## src/rtl/gpio_pin_irq.sv

```systemverilog
module gpio_pin_irq #(
  parameter int PINS = 8,
  parameter int SYNC_STAGES = 2
) (
  input  logic            clk,
  input  logic            rst_n,
  input  logic [PINS-1:0] pin_i,
  input  logic [1:0]      addr_i,
  input  logic            wr_i,
  input  logic            rd_i,
  input  logic [PINS-1:0] wdata_i,
  output logic [PINS-1:0] rdata_o,
  input  logic            gie_i,
  output logic [PINS-1:0] pend_o,
  output logic            irq_o
);
  localparam logic [1:0] A_DATA = 2'd0;
  localparam logic [1:0] A_MLO  = 2'd1;
  localparam logic [1:0] A_MHI  = 2'd2;
  localparam logic [1:0] A_EN   = 2'd3;

  logic [SYNC_STAGES-1:0][PINS-1:0] sync_q;
  logic [PINS-1:0] pin_sync, rd_latch, mode_lo_q, mode_hi_q, en_q;
  logic data_rd;

  assign pin_sync = sync_q[SYNC_STAGES-1];
  assign data_rd  = rd_i && (addr_i == A_DATA);

  always_ff @(posedge clk) begin
    if (!rst_n) sync_q[0] <= '0;
    else        sync_q[0] <= pin_i;
  end

  for (genvar s = 1; s < SYNC_STAGES; s++) begin : g_sync
    always_ff @(posedge clk) begin
      if (!rst_n) sync_q[s] <= '0;
      else        sync_q[s] <= sync_q[s-1];
    end
  end

  always_ff @(posedge clk) begin
    if (!rst_n) begin
      mode_lo_q <= '0;
      mode_hi_q <= '0;
      en_q      <= '0;
      rd_latch  <= '0;
    end else begin
      if (wr_i && addr_i == A_MLO) mode_lo_q <= wdata_i;
      if (wr_i && addr_i == A_MHI) mode_hi_q <= wdata_i;
      if (wr_i && addr_i == A_EN)  en_q      <= wdata_i;
      if (data_rd)                 rd_latch  <= pin_sync;
    end
  end

  for (genvar i = 0; i < PINS; i++) begin : g_pin
    logic hit;
    always_comb begin
      unique case ({mode_hi_q[i], mode_lo_q[i]})
        2'b01:   hit = !pin_sync[i];
        2'b10:   hit = pin_sync[i];
        2'b11:   hit = pin_sync[i] ^ rd_latch[i];
        default: hit = 1'b0;
      endcase
    end
    assign pend_o[i] = hit && en_q[i];
  end

  assign irq_o = gie_i && (|pend_o);

  always_comb begin
    rdata_o = '0;
    if (rd_i) begin
      unique case (addr_i)
        A_DATA:  rdata_o = pin_sync;
        A_MLO:   rdata_o = mode_lo_q;
        A_MHI:   rdata_o = mode_hi_q;
        default: rdata_o = en_q;
      endcase
    end
  end
endmodule

```

## config.mk

```make
export PLATFORM = sky130hd
export DESIGN_NAME = gpio_pin_irq
export DESIGN_NICKNAME = d
export VERILOG_FILES = /design/src/rtl/gpio_pin_irq.sv
export SDC_FILE = /design/constraint.sdc
export NUM_CORES = 1
export LEC_CHECK = 0
export ABC_CLOCK_PERIOD_IN_PS = 1600
export BUFFER_PORTS_ARGS = -buffer_cell sky130_fd_sc_hd__buf_2
export CORE_AREA = 2 2 70 72
export CTS_CLUSTER_DIAMETER = 40
export DETAILED_ROUTE_END_ITERATION = 10
export DIE_AREA = 0 0 72 74
export PLACE_DENSITY = 0.74
export SYNTH_ARGS = -nofsm -noshare
export SYNTH_HDL_FRONTEND = slang
export SYNTH_SLANG_ARGS = --single-unit
export TNS_END_PERCENT = 20
```

## constraint.sdc

```tcl
create_clock -name clk -period 1.6 [get_ports clk]
set_input_delay 0.16 -clock clk [delete_from_list [all_inputs] [get_ports clk]]
set_output_delay 0.16 -clock clk [all_outputs]
set_load 0.01 [all_outputs]
```

; After elaboration in Yosys (flattened, before gate mapping)
; Cells that the tools add are included.
[classes]
div = 0
eq_ne = 27
add_sub_neg = 0
reduce_logical = 23
shift = 0
order_cmp = 0
multipliers = 0
mux = 10
n_bitwise = 8
[ops]
columns = cell, n
row1 = $eq 2x2->1 const B, 18
row2 = $pmux 1 s3, 8
row3 = $pmux 8 s3, 1
row4 = $eq 2x1->1 const B, 9
row5 = $logic_and 1x1->1, 13
row6 = $logic_not 1->1, 8
row7 = $mux 8, 1
row8 = $reduce_or 8->1, 1
row9 = $xor 1x1->1, 8
row10 = $logic_not 2->1, 1
[totals]
rom_bits = 0
latch_bits = 0
memories = 0
ramBits = 0
reg_bits = 48
inputBits = 23

; Depth between registers and ports, before layout
; Gate-level depths: netlist (run 1).
[depth]
word_depth = 5
ltp_mapped = 5
ltp_nobuf = 4

; Worst setup path before layout (run 1)
; OpenSTA, ideal clock, no wires.
[synth_path]
path_kind = register to output
startpoint = reg mode_hi_q[6]
endpoint = out irq_o
path_stages_with_launch = 5
required_time_ns = 1.440
path_slack_ns = 0.331
arrival_time_ns = 1.109
n_path_buf = 0
path_cell_list = dfxtp_1 > or2b_1 > a32o_1 > a22oi_1 > a41oi_1
[synth_between]
elab_chain_cells = 5
word_cells_on_any_way = 7
cone_classes = eq/ne (3) / mux (1) / reduce/logical (3)
[synth_lines]
columns = item, line_no
row1 = from (decl), 23  ; logic [PINS-1:0] pin_sync, rd_latch, mode_lo_q, mode_hi_q, en_q;
row2 = from (signal assigned), 49  ; if (wr_i && addr_i == A_MHI) mode_hi_q <= wdata_i;
row3 = $eq 2x2->1 / $eq 2x1->1 (equally long branches), 58  ; unique case ({mode_hi_q[i], mode_lo_q[i]})
row4 = $pmux 1 s3 *, 58
row5 = $logic_and 1x1->1 *, 65  ; assign pend_o[i] = hit && en_q[i];
row6 = $reduce_or 8->1 *, 68  ; assign irq_o = gie_i && (|pend_o);
row7 = $logic_and 1x1->1 *, 68
row8 = to (decl), 15  ; output logic irq_o
; Mark *: on every way between the ends. The rest lies on a longest branch, timed or not.

; Final worst setup path (run 1)
[layout_path]
startpoint = reg rd_latch[6]
endpoint = out irq_o
[layout_between]
elab_chain_cells = 5
[layout_lines]
columns = item, line_no
row1 = from (decl), 23
row2 = from (signal assigned), 51  ; if (data_rd) rd_latch <= pin_sync;
row3 = $xor 1x1->1, 61  ; 2'b11: hit = pin_sync[i] ^ rd_latch[i];
row4 = $pmux 1 s3, 58
row5 = $logic_and 1x1->1, 65
row6 = $reduce_or 8->1, 68
row7 = $logic_and 1x1->1, 68
; Every way passes these cells.

==> results of run 1 <==
## cells by family after synthesis
logic type,share of synthesized area (%)
compound gates,5.37
buf+inv,3.05
mux,22.6
simple gates,25.6
flops,43.4
## power by group through the flow
stage	combinational, mW	sequential (mW)	clock, mW
detailed placement	0.218	1.29	0
finish	0.227	1.27	0.861
global placement	0.213	1.29	0
floorplan	0.151	1.28	0
CTS	0.227	1.27	0.883
global route	0.251	1.27	0.921
## timing repair
| item | 4_1_cts | 5_1_grt |
|---|---|---|
| pin swaps | 6 | 0 |
| resized for setup | 12 | 11 |
| setup buffers | 3 | 0 |
| endpoints found under the setup margin | 1 | 8 |
## per-stage QoR
step / area [µm²] / instances / total power, mW
6_report: 2660 / 304 / 2.36
5_1_grt: 2660 / 304 / 2.45
4_1_cts: 2640 / 304 / 2.38
3_5_place_dp: 2460 / 293 / 1.51
3_3_place_gp: 2460 / 293 / 1.50
2_1_floorplan: 2210 / 204 / 1.44
## area by class of cell
type / count / area, µm²
Inverter: 1 / 3.75
Sequential cell: 48 / 975
Multi-Input combinational cell: 145 / 1220
Tap cell: 54 / 67.6
Fill cell: 403 / 1940
Timing Repair Buffer: 48 / 283
Clock inverter: 3 / 42.5
Clock buffer: 5 / 68.8
## cells in the final DEF, fill, tap and decap left out, types with 7 or more instances in the layout
cell type and count:
and2_1 29, buf_4 7, dfxtp_2 11, buf_2 37, dfxtp_1 37, a32o_1 7, mux4_2 8, nand2_1 8
nor2b_1 40, mux2i_1 32
## cell usage after synthesis
library cell	number
or2b_1	3
nand3b_1	2
clkbuf_1	5
nand2b_1	5
a22oi_1	4
nor3b_1	1
a41oi_1	1
mux4_2	8
and2_1	32
nand3_2	1
mux2i_1	32
nor2b_1	40
buf_4	3
buf_6	2
dfxtp_1	48
nand2_1	8
a32o_1	8
inv_1	1
## metal layers
layer,vias to the layer above,routed length [µm]
li1,793,-
met1,733,2050
met2,35,2110
met3,7,163
met4,0,103
met5,-,0
## sequential cells by signal (all words and copies together) (netlist names)
name	count
rd_latch	8
mode_hi_q	8
pin_sync	8
sync_q	8
mode_lo_q	8
en_q	8
## worst min path at each step
stage | startpoint | end | slack (ps) | cells past startpoint
floorplan | pin_i[0] | sync_q[0]$_SDFF_PN0_ | 290 | 1
global placement | pin_i[0] | sync_q[0]$_SDFF_PN0_ | 360 | 2
detailed placement | pin_i[0] | sync_q[0]$_SDFF_PN0_ | 370 | 2
CTS | pin_i[1] | sync_q[1]$_SDFF_PN0_ | 50 | 2
global route | pin_i[0] | sync_q[0]$_SDFF_PN0_ | 60 | 2
finish | pin_i[2] | sync_q[2]$_SDFF_PN0_ | 60 | 2
==> impl_metrics.toml, run 1 <==
[route]
dr.pass1.iters = 4
final_antenna_net_count = 0
post_drt_wl_per_cell_um = 14.6
drt-total-wl_um = 4430
drc = 0
via_count = 1568
drtIter0Drc = 73
viasPerCell = 5.16

[critical_path]
worst-r2r-setup-slack_ps = 840
rr_startpoint = "mode_hi_q[6]$_SDFFE_PN0P_"
reg2regPathDepth = 3
max_stage_delay_ps = 340
rr_endpoint = "mode_hi_q[6]$_SDFFE_PN0P_"
critical_path_required_ps = 1440
crit_fanout = 3
crit_start = "rd_latch[6]$_SDFFE_PN0P_"
cp_top_family = "compound AO/OA/AOI/OAI gates"
worstPathCellList = "or2b_1, a32o_2, a22oi_2, a41oi_2, buf_2"
critical_path_class = "register to primary output"
startpoint_type = "register"
arrival_ps = 1610
critPathSlowestCell = "dfxtp_2"
endpoint = "irq_o"
crit_path_end_kind = "primary output"
path_depth = 5
cp_num_buf_inv = 1

[synthesis]
synth_area_leaders = "dfxtp_1 (43%), mux2i_1 (14%), nor2b_1 (11%)"
synth.yosys.seq_area_share_pct = 43.4
syn_avg_cell_area_um2 = 10.9
synth.cell_area_um2 = 2210
synth_top_area_share_pct = 43.4
yosysWarnings = 0
ys_types = 18
netlist_instances = 204
yosysTopAreaCell = "dfxtp_1"
ys_seq_elements = 48
synth_nets = 227

[finish]
finalNetCount = 272
utilization_pct = 57.8
area_growth_pct = 20.0
diodes = 0
drive_gt1_share_pct = 33.6

[timing]
slew_headroom_pct = 60.8
setup_ws_ps = -167
hold_ws_ps = 55.2
setup_tns_ps = -220
finalCritPeriodShare_pct = 110
finalHoldViolCount = 0
period_needed_ps = 1770
slew_violations = 0
setup_violations = 3
clock_skew_ps = 4.84
rsz0062_at_grt = "true"
worstMarginPinSlew_ps = 588
timing.fmax_mhz = 566

[power]
combPwrFrac_pct = 9.6
p_int_mw = 1.83
switchingPower_mw = 0.530
leakagePower_nw = 1.18
p_per_area_nw_per_um2 = 887
clockPowerShare_pct = 36.5
switching_share_pct = 22.5
p_seq_share_pct = 53.8
ir_worst_vdd_uv = 619

[outcome]
run_status = "finished, violations left"
violations = "negative setup slack"

[placed_design]
place_ws_ps = 65.3
gp_congestion = 0.697
port_buffers = 39
hpwl_um = 3100

[floorplanning]
die-width_um = 72
start_util_pct = 48.2
die_h_um = 74
rows = 25
dieArea_um2 = 5330
fp.coreArea_um2 = 4600
pin_count = 40

[clock_tree]
clock_latency_ps = 300
cts-root-buf = "clkbuf_8"
cts_tree = "yes"
clkSinkCount = 48
htree_num_levels = 2
hold_buffers = 0
cts_buffers = 5
cts.clk_slew.worst_paths_ps = 90
clockBufferDepth = 2

[grt]
met2_usage_pct = 30.0
grt_pass1_wl_um = 7160
grt_max_degree = 49
first_global_vias = 1518
busiest_layer = "met2"
grt.total_usage_pct = 18.0
met1_usage_pct = 22.6
antenna_found_initial = 0
grt-ovfl-total = 0
grtUsageMet3_pct = 3.12

[run]
cap_viol_max_count = 0

[worst_hold_path]
hold_path_class = "input port to register"
Note: power is estimated with default switching activity, not from simulation.
==> run 2: changes to the inputs <==
Settings changed: PLACE_DENSITY 0.74 to 0.71.
==> run 2 against run 1 <==
Against the previous run: the run still ends with negative setup slack left; combinational power up 2%; register-to-register slack is essentially flat; clock skew fell by 0.99 ps; clock-buffer cell count grew 1; routed wire length down 0.72%; highest routed layer unchanged.
==> impl_metrics.toml, run 2 (synthesis results as in run 1) <==
[outcome]
run_status = "finished, violations left"
violations = "negative setup slack"

[route]
drtIter0Drc = 42
dr.pass1.iters = 4
route.met3.wl_um = 169
wl_met2_um = 2080
wl_met1_um = 2090
via_count = 1572
viasPerCell = 5.15
drc = 0
drt-total-wl_um = 4400
final_antenna_net_count = 0
post_drt_wl_per_cell_um = 14.4
dr.max_layer_used = "met4"

[power]
clockPowerShare_pct = 36.5
combPwrFrac_pct = 9.8
ir_worst_vdd_uv = 583
leakagePower_nw = 1.19
switching_share_pct = 22.5
switchingPower_mw = 0.531
p_per_area_nw_per_um2 = 884
p_seq_share_pct = 53.6
p_int_mw = 1.83

[clock_tree]
clock_latency_ps = 300
cts_buffers = 5
cts-root-buf = "clkbuf_8"
clockBufferDepth = 2
cts_tree = "yes"
clkSinkCount = 48
cts.clk_slew.worst_paths_ps = 90
hold_buffers = 0
htree_num_levels = 2

[grt]
grt-ovfl-total = 0
first_global_vias = 1460
grt_pass1_wl_um = 7250
grt.total_usage_pct = 18.1
grt_max_degree = 49
antenna_found_initial = 0

[critical_path]
critical_path_required_ps = 1440
arrival_ps = 1630
startpoint_type = "register"
worstPathCellList = "or2b_1, a32o_2, a22oi_2, a41oi_2, buf_2"
crit_path_end_kind = "primary output"
critical_path_class = "register to primary output"
crit_fanout = 2
critPathSlowestCell = "dfxtp_2"
max_stage_delay_ps = 340
cp_top_family = "compound AO/OA/AOI/OAI gates"
cp_num_buf_inv = 1

[timing]
clock_skew_ps = 3.85
rsz0062_at_grt = "true"
timing.fmax_mhz = 560
finalCritPeriodShare_pct = 112
worstMarginPinSlew_ps = 365
period_needed_ps = 1790
slew_violations = 0
hold_ws_ps = 55.7
setup_violations = 3
setup_ws_ps = -186
slew_headroom_pct = 75.7
finalHoldViolCount = 0

[floorplanning]
rows = 25
pin_count = 40
start_util_pct = 48.2
die-width_um = 72
fp.coreArea_um2 = 4600
die_h_um = 74
dieArea_um2 = 5330

[finish]
area_growth_pct = 20.7
nFillCells = 396
final_common_cell = "nor2b_1"
diodes = 0
finalNetCount = 273
layout.cells.most_common_list = "nor2b_1 (40), dfxtp_1 (39), buf_2 (36), mux2i_1 (32), and2_1 (27)"
drive_gt1_share_pct = 34.3

[run]
cap_viol_max_count = 0

[placed_design]
place_ws_ps = 71.0
hpwl_um = 3010
port_buffers = 39
gp_congestion = 0.769

[worst_hold_path]
hold_path_class = "input port to register"
==> run 2: area by class of cell <==
cell class              instances  area, µm²  area share [%]
multi-input cells             145       1230            46.0
flip-flops and latches         48        972            36.4
repair buffers                 49        293            11.0
clock buffers                   6       72.6            2.72
well taps                      54       67.6            2.53
clock inverters                 2       35.0            1.31
inverters                       1       3.75           0.140
==> run 2: final timing paths <==
check | start | to | slack, ps | cells past startpoint
min | pin_i[2] | sync_q[2]$_SDFF_PN0_ | 60 | 2
min reg2reg | sync_q[5]$_SDFF_PN0_ | pin_sync[5]$_SDFF_PN0_ | 440 | 1
max | mode_hi_q[4]$_SDFFE_PN0P_ | irq_o | -190 | 5
max reg2reg | mode_hi_q[2]$_SDFFE_PN0P_ | mode_hi_q[2]$_SDFFE_PN0P_ | 830 | 3
==> run 2: metrics by stage <==
step | total power [mW] | cells | setup TNS, ps | util (%) | cell area [µm²]
floorplan | 1.44 | 204 | 0 | - | 2210
global placement | 1.51 | 295 | 0 | 53.8 | 2470
detailed placement | 1.51 | 295 | 0 | 53.8 | 2470
CTS | 2.37 | 305 | -207 | 57.3 | 2640
global route | 2.47 | 305 | -442 | 58.1 | 2670
finish | 2.36 | 305 | -238 | 58.1 | 2670
==> run 2: what timing repair did <==
item,4_1_cts,5_1_grt
endpoints found under the setup margin,2,9
setup buffers,2,0
resized for setup,10,15
pin swaps,7,4
==> run 2: metal layers <==
layer  vias to the layer above  global-route usage (%)
met4                         0                    5.66
met3                         4                    4.34
met2                        33                    28.0
met5                         -                       0
li1                        794                       -
met1                       741                    25.2
==> run 2: power by group through the flow <==
stage | Combinational (mW) | Sequential (mW) | Clock (mW)
global placement | 0.218 | 1.29 | 0
CTS | 0.228 | 1.27 | 0.879
detailed placement | 0.220 | 1.29 | 0
global route | 0.255 | 1.27 | 0.937
finish | 0.232 | 1.27 | 0.862
floorplan | 0.151 | 1.28 | 0
==> run 3: changes to the inputs <==
Settings changed: ABC_AREA set to 1, ABC_CLOCK_PERIOD_IN_PS 1600 to 1800, CORE_AREA 2 2 70 72 to 2 2 69 71, DIE_AREA 0 0 72 74 to 0 0 71 73.
Clock period 1.6 ns to 1.8 ns, I/O delays scaled along.
==> run 3 against run 2 <==
Against the previous run: the flow now finishes without violations; sequential share of layout area grew 2.5 points; via count grew 21%; synthesized cell count grew 48%; area after synthesis shrank 3.0%; largest cell class is now sequential cells; largest power group unchanged; highest routed layer unchanged.
==> impl_metrics.toml, run 3 <==
[outcome]
run_status = "finished clean"

[clock_tree]
htree_num_levels = 2
post_cts_resized = 0
cts_buffers = 5
cts_setup_buffers = 0
clkSinkCount = 48
clockBufferDepth = 2
hold_buffers = 0
cts.clk_slew.worst_paths_ps = 90
cts_tree = "yes"
cts-root-buf = "clkbuf_8"
clock_latency_ps = 300

[finish]
finalNetCount = 366
diodes = 0
area_growth_pct = 15.1
layout.cells.most_common_list = "inv_1 (66), nand2_1 (64), dfxtp_1 (48), buf_2 (39), o21ai_0 (30)"
final_area_um2 = 2470
nFillCells = 437
multiInputGateArea_um2 = 871
final_common_cell = "inv_1"
layout.area.seq_um2 = 961
drive_gt1_share_pct = 18.0

[critical_path]
critical_path_required_ps = 1620
critical_path_class = "register to primary output"
reg2regPathDepth = 2
crit_path_end_kind = "primary output"
startpoint_type = "register"
arrival_ps = 1380
crit_fanout = 4

[route]
viasPerCell = 4.76
dr.pass1.iters = 4
drtIter0Drc = 74
final_antenna_net_count = 0
drt-total-wl_um = 4480
drc = 0
post_drt_wl_per_cell_um = 11.3
via_count = 1895

[synthesis]
synth_common_cells = "inv_1 (66), nand2_1 (64), dfxtp_1 (48)"
ys.flop_type = "dfxtp_1"
async_reset_ff_share_pct = 0
yosysWarnings = 0
netlist_instances = 302
ys_types = 22
syn_avg_cell_area_um2 = 7.11
synth_nets = 325
synth.cell_area_um2 = 2150
synth_area_leaders = "dfxtp_1 (45%), inv_1 (12%), nand2_1 (11%)"
yosysTopAreaCell = "dfxtp_1"
ys_seq_elements = 48
synth-edff-count = 0
synth.yosys.seq_area_share_pct = 44.7
synth.most_common_cell = "inv_1"
synth_top_area_share_pct = 44.7

[power]
p_int_mw = 1.52
p_per_area_nw_per_um2 = 824
switchingPower_mw = 0.521
clockPowerShare_pct = 32.6
combPwrFrac_pct = 11.3
leakagePower_nw = 1.30
switching_share_pct = 25.6
p_seq_share_pct = 56.1
ir_worst_vdd_uv = 594

[timing]
finalCritPeriodShare_pct = 86.9
timing.fmax_mhz = 640
clock_skew_ps = 5.57
slew_violations = 0
slew_headroom_pct = 75.3
setup_violations = 0
rsz0062_at_grt = "false"
finalHoldViolCount = 0
setup_tns_ps = 0
worstMarginPinSlew_ps = 370
period_needed_ps = 1560

[placed_design]
gp_congestion = 0.807
hpwl_um = 3310
port_buffers = 39
dpl_cell_area_um2 = 2380

[floorplanning]
die_h_um = 73
rows = 25
pin_count = 40
dieArea_um2 = 5180
fp.coreArea_um2 = 4540
start_util_pct = 47.4
die-width_um = 71

[grt]
grt_pass1_wl_um = 7640
grt.total_usage_pct = 18.9
first_global_vias = 1678
grt_max_degree = 23
grt-ovfl-total = 0
antenna_found_initial = 0

[run]
cap_viol_max_count = 0

[worst_hold_path]
hold_path_class = "input port to register"
min_path_cells = 3
run 3: worst max-delay path: stages (launching register included):
cell and delay, ps:
dfxtp_1 380, nand2_1 80, nand2_1 60, nand2_1 40, nand3_1 90, nand2_1 90
nor2_1 130, a21oi_1 70, buf_2 130
run 3: area by class of cell:
class / instances / area share, %
Clock buffer: 6 / 3.34
Clock inverter: 2 / 0.557
Inverter: 69 / 10.5
Multi-Input combinational cell: 177 / 35.2
Sequential cell: 48 / 38.9
Tap cell: 54 / 2.73
Timing Repair Buffer: 42 / 8.81
run 3: kinds of logic after synthesis:
family / Yosys count / synth area share (%)
simple gates: 104 / 20.9
flops: 48 / 44.7
buf+inv: 77 / 14.7
compound gates: 73 / 19.6
run 3: metrics by stage:
step | cells | setup slack [ps] | hold WS [ps] | power (mW) | util, %
finish | 398 | 236 | 52.9 | 2.04 | 54.5
global route | 398 | 97.1 | 52.5 | 2.15 | 54.5
CTS | 398 | 213 | 45.2 | 2.06 | 54.5
detailed placement | 390 | 426 | 364 | 1.40 | 52.4
global placement | 390 | 432 | 359 | 1.39 | 52.4
floorplan | 302 | 747 | 278 | 1.32 | -
run 3: final timing paths:
| kind | from | endpoint | slack [ps] |
|---|---|---|---|
| worst min register to register | sync_q[4]$_SDFF_PN0_ | pin_sync[4]$_SDFF_PN0_ | 420 |
| worst min-delay path | pin_i[7] | sync_q[7]$_SDFF_PN0_ | 50 |
| worst max register to register | pin_sync[4]$_SDFF_PN0_ | rd_latch[4]$_SDFFE_PN0P_ | 1060 |
| worst max-delay path | mode_lo_q[3]$_SDFFE_PN0P_ | irq_o | 240 |
run 3: layer usage:
layer  global-route usage [%]  part of all wire [%]  vias up  routed length, µm
met5                        0                     0        -                  0
met4                     8.39                   1.9        0                 84
met3                     5.11                   6.2        8                277
met2                     29.7                    46       56               2050
met1                     24.6                    46      796               2070
li1                         -                     -     1035                  -
run 3: power by group through the flow:
stage	Combinational (mW)	Sequential (mW)	Clock, mW
2_1_floorplan	0.154	1.16	0
3_3_place_gp	0.228	1.17	0
3_5_place_dp	0.232	1.17	0
4_1_cts	0.233	1.14	0.685
5_1_grt	0.266	1.15	0.737
6_report	0.231	1.14	0.663
